File: src/rtl/wp_pkg.sv
package wp_pkg;
  localparam int unsigned WORD_BYTES = 4;
  localparam int unsigned WORD_W     = 8 * WORD_BYTES;
  localparam int unsigned LANE_W     = $clog2(WORD_BYTES);
  localparam int unsigned BCNT_W     = $clog2(WORD_BYTES + 1);

  typedef struct packed {
    logic [WORD_W-1:0] data;
    logic [BCNT_W-1:0] nbytes;
    logic              last;
  } word_t;
endpackage

File: src/rtl/wp_lane_pack.sv
module wp_lane_pack
  import wp_pkg::*;
(
  input  logic       clk_i,
  input  logic       rst_ni,
  input  logic       clr_i,
  input  logic       take_i,
  input  logic [7:0] byte_i,
  input  logic       end_i,
  output logic       word_vld_o,
  output word_t      word_o
);
  logic [LANE_W-1:0] lane_q;
  logic [WORD_W-1:0] acc_q;
  logic [WORD_W-1:0] merged;

  for (genvar g = 0; g < WORD_BYTES; g++) begin : g_lane
    assign merged[8*g +: 8] = (lane_q == LANE_W'(g)) ? byte_i : acc_q[8*g +: 8];
  end

  assign word_vld_o    = take_i & ((lane_q == LANE_W'(WORD_BYTES - 1)) | end_i);
  assign word_o.data   = merged;
  assign word_o.nbytes = BCNT_W'(lane_q) + BCNT_W'(1);
  assign word_o.last   = end_i;

  always_ff @(posedge clk_i or negedge rst_ni) begin
    if (!rst_ni) begin
      lane_q <= '0;
      acc_q  <= '0;
    end else if (clr_i || word_vld_o) begin
      lane_q <= '0;
      acc_q  <= '0;
    end else if (take_i) begin
      lane_q <= lane_q + LANE_W'(1);
      acc_q  <= merged;
    end
  end
endmodule

File: src/rtl/wp_group_tag.sv
module wp_group_tag #(
  parameter int unsigned LEN_W           = 16,
  parameter int unsigned BURST_WORDS     = 4,
  parameter int unsigned BURST_MIN_BYTES = 64
) (
  input  logic             clk_i,
  input  logic             rst_ni,
  input  logic             start_i,
  input  logic [LEN_W-1:0] len_i,
  input  logic             adv_i,
  output logic             burst_o,
  output logic             first_o
);
  localparam int unsigned IDX_W = (BURST_WORDS > 1) ? $clog2(BURST_WORDS) : 1;

  logic [IDX_W-1:0] idx_q;
  logic             mode_q;

  assign burst_o = mode_q;
  assign first_o = mode_q & (idx_q == '0);

  always_ff @(posedge clk_i or negedge rst_ni) begin
    if (!rst_ni) begin
      idx_q  <= '0;
      mode_q <= 1'b0;
    end else if (start_i) begin
      idx_q  <= '0;
      mode_q <= (len_i >= LEN_W'(BURST_MIN_BYTES));
    end else if (adv_i) begin
      idx_q  <= (idx_q == IDX_W'(BURST_WORDS - 1)) ? '0 : idx_q + IDX_W'(1);
    end
  end
endmodule

File: src/rtl/wp_word_packer.sv
module wp_word_packer
  import wp_pkg::*;
#(
  parameter int unsigned LEN_W           = 16,
  parameter int unsigned BURST_WORDS     = 4,
  parameter int unsigned BURST_MIN_BYTES = 64
) (
  input  logic              clk_i,
  input  logic              rst_ni,
  input  logic              start_i,
  input  logic [LEN_W-1:0]  msg_len_i,
  input  logic              in_valid_i,
  output logic              in_ready_o,
  input  logic [7:0]        in_data_i,
  input  logic              in_seg_end_i,
  input  logic              in_msg_end_i,
  output logic              out_valid_o,
  input  logic              out_ready_i,
  output logic [WORD_W-1:0] out_data_o,
  output logic [BCNT_W-1:0] out_bytes_o,
  output logic              out_last_o,
  output logic              out_burst_o,
  output logic              out_burst_first_o,
  output logic              done_o
);
  logic  busy_q, tail_q, out_valid_q, first_q, done_q;
  word_t out_q, word_c;
  logic  word_vld, take, start_ok, stall, tag_first, out_fire;

  assign start_ok = start_i & ~busy_q;
  assign stall    = out_valid_q & ~out_ready_i;
  assign in_ready_o = busy_q & ~tail_q & ~stall;
  assign take     = in_valid_i & in_ready_o;
  assign out_fire = out_valid_q & out_ready_i;

  wp_lane_pack i_pack (
    .clk_i      (clk_i),
    .rst_ni     (rst_ni),
    .clr_i      (start_ok),
    .take_i     (take),
    .byte_i     (in_data_i),
    .end_i      (in_msg_end_i),
    .word_vld_o (word_vld),
    .word_o     (word_c)
  );

  wp_group_tag #(
    .LEN_W           (LEN_W),
    .BURST_WORDS     (BURST_WORDS),
    .BURST_MIN_BYTES (BURST_MIN_BYTES)
  ) i_tag (
    .clk_i   (clk_i),
    .rst_ni  (rst_ni),
    .start_i (start_ok),
    .len_i   (msg_len_i),
    .adv_i   (word_vld),
    .burst_o (out_burst_o),
    .first_o (tag_first)
  );

  always_ff @(posedge clk_i or negedge rst_ni) begin
    if (!rst_ni) begin
      busy_q      <= 1'b0;
      tail_q      <= 1'b0;
      out_valid_q <= 1'b0;
      out_q       <= '0;
      first_q     <= 1'b0;
      done_q      <= 1'b0;
    end else begin
      done_q <= (start_ok && msg_len_i == '0) || (out_fire && out_q.last);
      if (start_ok) begin
        busy_q <= (msg_len_i != '0);
        tail_q <= 1'b0;
      end else begin
        if (out_fire && out_q.last) busy_q <= 1'b0;
        if (take && in_msg_end_i)   tail_q <= 1'b1;
      end
      if (word_vld) begin
        out_valid_q <= 1'b1;
        out_q       <= word_c;
        first_q     <= tag_first;
      end else if (out_ready_i) begin
        out_valid_q <= 1'b0;
      end
    end
  end

  assign out_valid_o       = out_valid_q;
  assign out_data_o        = out_q.data;
  assign out_bytes_o       = out_q.nbytes;
  assign out_last_o        = out_q.last;
  assign out_burst_first_o = first_q;
  assign done_o            = done_q;

  AST_SHORT_ONLY_LAST: assert property (@(posedge clk_i) disable iff (!rst_ni)
    out_valid_q && out_q.nbytes != BCNT_W'(WORD_BYTES) |-> out_q.last);
  AST_BYTES_NONZERO: assert property (@(posedge clk_i) disable iff (!rst_ni)
    out_valid_q |-> out_q.nbytes != '0);
  AST_STALL_HOLD: assert property (@(posedge clk_i) disable iff (!rst_ni)
    out_valid_q && !out_ready_i |=> out_valid_q && $stable(out_q) && $stable(first_q));
  AST_FIRST_NEEDS_BURST: assert property (@(posedge clk_i) disable iff (!rst_ni)
    out_valid_q && first_q |-> out_burst_o);
  AST_NO_WORD_IDLE: assert property (@(posedge clk_i) disable iff (!rst_ni)
    !busy_q |-> !out_valid_q);
  AST_MSG_END_CLOSES_SEG: assert property (@(posedge clk_i) disable iff (!rst_ni)
    in_valid_i && in_msg_end_i |-> in_seg_end_i);
endmodule

File: config.mk
export PLATFORM = sky130hd
export DESIGN_NAME = wp_word_packer
export DESIGN_NICKNAME = d
export VERILOG_FILES = /design/src/rtl/wp_pkg.sv /design/src/rtl/wp_lane_pack.sv /design/src/rtl/wp_group_tag.sv /design/src/rtl/wp_word_packer.sv
export SDC_FILE = /design/constraint.sdc
export NUM_CORES = 1
export LEC_CHECK = 0
export CORE_MARGIN = 2
export CORE_UTILIZATION = 56
export CTS_CLUSTER_SIZE = 14
export DETAILED_ROUTE_END_ITERATION = 10
export HOLD_SLACK_MARGIN = 0.05
export PLACE_DENSITY = 0.85
export SYNTH_ARGS = -nofsm -noshare
export SYNTH_HDL_FRONTEND = slang
export SYNTH_SLANG_ARGS = --single-unit
export TNS_END_PERCENT = 50
File: constraint.sdc
create_clock -name clk_i -period 4.3 [get_ports clk_i]
set_clock_uncertainty 0.1 [all_clocks]
set_input_delay 1.29 -clock clk_i [delete_from_list [all_inputs] [get_ports clk_i]]
set_output_delay 1.29 -clock clk_i [all_outputs]
set_load 0.05 [all_outputs]
Word-level counts from Yosys, hierarchy flattened
Index checks and enable logic that the tools add are counted. W data, S select, Z words.

Multiplexer cells: 17. Eq/ne operators: 4. Add/subtract/negate cells: 3. Bitwise gates (word level): 13. Magnitude comparators: 1. Reduce and logical (&&, ||, !) cells: 14.

Operators by type and width (count): $mux W32 (2); $mux W8 (4); $ge A16 B7 Y1 const B (1); $logic_not A16 Y1 (1); $reduce_bool A16 Y1 (1); $mux W2 (5); $reduce_bool A2 Y1 (5); $and A1 B1 Y1 (8); $eq A2 B2 Y1 const B (3); $mux W1 (6); $add A2 B1 Y2 const B (2); $logic_not A2 Y1 (2); $not A1 Y1 (4); $add A2 B1 Y3 const B (1); $logic_and A1 B1 Y1 (3); $eq A2 B1 Y1 const B (1); $logic_or A1 B1 Y1 (2); $or A1 B1 Y1 (1).

Register bits after elaboration: 78. Input port bits: 31. Word-level logic and storage cells: 64.

Longest topological paths before layout
Word-level depth: 8. Gate-level depth with buffers: 6. Gate-level depth less buffers: 5.

Cells and area by module
Synthesis repeated with hierarchy kept, for this count alone.

Cell total of the unflattened synthesis: 238. Area, all modules: 3567.2 sq um.

By module, submodules not included: wp_lane_pack (seq. area each 850.8 sq um, times used 1, area an instance 1717.9 sq um, cells an instance 121); wp_word_packer (seq. area each 1026.0 sq um, times used 1, area an instance 1670.4 sq um, cells an instance 99); wp_group_tag (seq. area each 75.1 sq um, times used 1, area an instance 178.9 sq um, cells an instance 18).

Worst setup path after synthesis
No wires, ideal clock.

Kind: input port to output port. Start point: in out_ready_i. End point: out in_ready_o. Data arrival time: 2247 ps. Stages on the path: 3. Path buffers: 1. Setup slack: 663 ps. Cell sequence: nor2b_1 -> clkbuf_1 -> nor2_1.

Cells in the longest elaborated chain, start to end: 4.

RTL lines: from (decl) (RTL line wp_word_packer.sv:18) `input logic out_ready_i,`; $not A1 Y1 (RTL line wp_word_packer.sv:31) `assign stall = out_valid_q & ~out_ready_i;`; $and A1 B1 Y1 (RTL line wp_word_packer.sv:31); $not A1 Y1 (RTL line wp_word_packer.sv:32) `assign in_ready_o = busy_q & ~tail_q & ~stall;`; $and A1 B1 Y1 (RTL line wp_word_packer.sv:32); to (decl) (RTL line wp_word_packer.sv:13) `output logic in_ready_o,`.

Every way passes these cells.

Final worst setup path
Same ends and word-level chain as after synthesis.

==> impl_summary.log <==
INFO  metric ant_nets = 0
INFO  metric synth.yosys.warnings = 0
INFO  metric grt_start_max_net_pins = 79
INFO  metric grtUsageMet3 = 6.23%
INFO  metric final_layout_size_suffix_gt1_share = 27.7%
INFO  metric dp_hpwl = 5340 um
INFO  metric cts_post_setup_buffers_inserted = 0
INFO  metric fin_hold_ws = 410 ps
INFO  metric worstPathMaxFanout = 3
INFO  metric route.detailed.vias_per_inst = 6.14
INFO  metric worst_hold_path_type = flip-flop to flip-flop
INFO  metric first_global_vias = 2502
INFO  metric clock_tree.root_cell = sky130_fd_sc_hd__clkbuf_8
INFO  metric synth_area = 0.00371 mm2
INFO  metric synth_sequential_area_ratio = 52.6%
INFO  metric fillCellCount = 430
INFO  metric cells_along_the_critical_path = clkdlybuf4s50_1, nor2b_1, nor2_1, buf_4
INFO  metric die_area = 0.00729 mm2
INFO  metric synth-edff-count = 0
INFO  metric hold_viol_final = 0
INFO  metric critPathRequiredTime = 2910 ps
INFO  metric run_status = complete, no violations
INFO  metric slowest_delay = 490 ps
INFO  metric netlist_top_cells_count = sky130_fd_sc_hd__dfrtp_1 (78), sky130_fd_sc_hd__mux2_2 (38), sky130_fd_sc_hd__mux2_4 (30)
INFO  metric worst-setup-path-type = input port to output port
INFO  metric wl = 8020 um
INFO  metric wl_per_cell = 19.8 um
INFO  metric powerDensity = 663 mW/mm2
INFO  metric post-synth-top-count-cell = sky130_fd_sc_hd__dfrtp_1
INFO  metric synthArstFlopShare = 100%
INFO  metric grt_remaining_overflow = 0
INFO  metric clock_sink_count = 78
INFO  metric design.portCount = 72
INFO  metric grt_first_pass_wirelength = 13000 um
INFO  metric global_route.peak_usage_layer = met2
INFO  metric grt_setup_unrepaired = false
INFO  metric setup_viol = 0
INFO  metric ys_ff_latch = 78
INFO  metric post-route-min-period = 3580 ps
INFO  metric number_of_drc_violations_after_detailed_routing_iteration_0 = 191
INFO  metric fin_nets = 362
INFO  metric leading_post_synthesis_cells_by_cell_area = sky130_fd_sc_hd__dfrtp_1 (53%), sky130_fd_sc_hd__mux2_4 (12%), sky130_fd_sc_hd__mux2_2 (12%)
INFO  metric vias = 2493
INFO  metric clk_pin_slew_worst_paths = 70 ps
INFO  metric number_of_antenna_violations_at_the_first_check_in_global_routing = 0
INFO  metric synth.net_count = 295
INFO  metric type_of_element_launching_the_critical_path = input port
INFO  metric global_route.usage.met1 = 32.1%
INFO  metric grt_use_met2 = 36.7%
INFO  metric ys_dominant_reg_cell = sky130_fd_sc_hd__dfrtp_1
INFO  metric maxSlewHeadroom = 38.1%
INFO  metric max-cap-violations = 0
INFO  metric timing_worst_slew_pin_value = 929 ps
INFO  metric p_leak = 2.16 nW
INFO  metric syn-mean-instance-area = 14.4 um2
INFO  metric power_total = 3.06 mW
INFO  metric cts-buffers-inserted = 9
INFO  metric n_antenna_cell = 0
INFO  metric cts_hold_buf = 0
INFO  metric cp-end-kind = output port
INFO  metric die_width = 85.4 um
INFO  metric detail_route.drc_violations = 0
INFO  metric finalSetupTns = 0 ps
INFO  metric yosysTopAreaCell = sky130_fd_sc_hd__dfrtp_1
INFO  metric placement.io_buffers = 70
INFO  metric report.final.slew_viol_count = 0
INFO  metric max_freq = 0.280 GHz
INFO  metric layout-area-overhead-vs-synth = 24.3%
INFO  metric syn-instance-count = 258
INFO  metric worst_path_arrival_time = 2190 ps
INFO  metric cts.repair.resized = 0
INFO  metric cts_tree = built
INFO  metric core_area = 0.00639 mm2
INFO  metric floorplan.initialDensity = 58.1%
INFO  metric critical_path.slowest_cell = sky130_fd_sc_hd__clkdlybuf4s50_1
INFO  metric ctsHtreeMaxLevel = 3
INFO  metric synth_cell_types = 33
INFO  metric power.ir.vdd_worst = 0.385 mV
INFO  metric floorplan.rows = 29
INFO  metric insertion_delay = 350 ps
INFO  metric gr_usage_total = 23.4%
INFO  metric drtPass1Iterations = 4
INFO  metric synth_top_area_share = 52.6%
INFO  metric clock_tree.buffer_depth = 2
INFO  metric die_height = 85.4 um
INFO  metric final.period_utilization = 83.1%
INFO  metric gp_congestion = 0.797
[registers in the layout, summed over array words and instances (netlist names)]
signal and cells:
done_o 1, i_tag.idx_q 2, out_burst_first_o 1, out_last_o 1, busy_q 1, out_data_o 32, tail_q 1, i_pack.lane_q 2
i_pack.acc_q 32, i_tag.burst_o 1, out_valid_o 1, out_bytes_o 3
[routing by layer]
metal  vias to the layer above  share of wire, %
li1                       1113                 -
met1                      1269                42
met2                       103                51
met3                         8               6.2
met4                         0               1.0
met5                         -                 0
[logic make-up (layout without fill, tap and decap cells)]
logic type,Yosys count,in the layout,synth area share [%]
compound gates,37,37,9.08
fa+ha+maj,6,6,2.02
simple gates,44,44,8.74
mux,69,69,24.0
buf+inv,24,95,3.54
flops,78,78,52.6
[stage by stage]
stage                     area (um2)  std cells  setup slack, ps  util [%]
after floorplan                 3710        258              663         -
after global placement          4430        391              733      69.4
after detailed placement        4430        391              734      69.4
after CTS                       4610        406              722      72.2
after global routing            4610        406              628      72.2
final                           4610        406              725      72.2
[worst max-delay path, delay by kind of cell]
family                 cells  cell delay, ps
buffers and inverters      2             710
AND/OR/NAND/NOR            2             190
[layout by cell type (no fill, tap or decap)]
cell / count
sky130_fd_sc_hd__a32o_1: 24
sky130_fd_sc_hd__o2111ai_1: 3
sky130_fd_sc_hd__a21oi_1: 3
sky130_fd_sc_hd__buf_12: 1
sky130_fd_sc_hd__a22o_1: 3
sky130_fd_sc_hd__nor2_1: 6
sky130_fd_sc_hd__o31ai_1: 2
sky130_fd_sc_hd__and2_1: 1
sky130_fd_sc_hd__or2_4: 1
sky130_fd_sc_hd__and3_1: 8
sky130_fd_sc_hd__bufinv_16: 1
sky130_fd_sc_hd__nor4_1: 4
sky130_fd_sc_hd__o21ai_0: 1
sky130_fd_sc_hd__clkinv_2: 2
sky130_fd_sc_hd__nand4_1: 5
sky130_fd_sc_hd__buf_4: 4
sky130_fd_sc_hd__nor3b_1: 1
sky130_fd_sc_hd__inv_1: 7
sky130_fd_sc_hd__clkbuf_8: 9
sky130_fd_sc_hd__mux2_4: 30
sky130_fd_sc_hd__nand2_1: 2
sky130_fd_sc_hd__or3b_1: 3
sky130_fd_sc_hd__nor4_4: 3
sky130_fd_sc_hd__clkdlybuf4s50_1: 68
sky130_fd_sc_hd__mux2_2: 38
sky130_fd_sc_hd__a41oi_1: 1
sky130_fd_sc_hd__nor3_1: 2
sky130_fd_sc_hd__dfrtp_1: 78
sky130_fd_sc_hd__and2b_1: 1
sky130_fd_sc_hd__mux2i_1: 1
sky130_fd_sc_hd__nand3_1: 1
sky130_fd_sc_hd__clkbuf_1: 2
sky130_fd_sc_hd__clkinv_4: 1
sky130_fd_sc_hd__nor2b_1: 2
sky130_fd_sc_hd__nand2b_1: 3
sky130_fd_sc_hd__nand4_4: 1
sky130_fd_sc_hd__ha_1: 6
[final cells by class]
| cell class | instances | area (um2) | share of cell area (%) |
|---|---|---|---|
| clock buffer | 11 | 131 | 2.85 |
| tap | 77 | 96.3 | 2.09 |
| clock inverter | 4 | 48.8 | 1.06 |
| timing repair buffer | 73 | 731 | 15.9 |
| inverter | 7 | 26.3 | 0.570 |
| sequential | 78 | 1950 | 42.3 |
| multi-input combinational | 156 | 1620 | 35.2 |
[power breakdown]
part	internal [mW]	switching, mW
sequential	0.936	0.128
combinational	0.614	0.856
clock	0.265	0.259
[path summary, 6_finish.rpt]
kind / start / slack [ps] / cells past startpoint / endpoint
worst max-delay path: out_ready_i / 720 / 4 / in_ready_o
worst min-delay path: out_data_o[18] / 410 / 1 / out_data_o[18]
worst max register to register: i_pack.lane_q[0] / 1730 / 5 / out_data_o[22]
worst min register to register: out_data_o[18] / 410 / 1 / out_data_o[18]
max in group asynchronous: rst_ni / 2530 / 1 / out_data_o[9]
min in group asynchronous: rst_ni / 980 / 1 / out_data_o[19]
(Power assumes the default switching activity.)
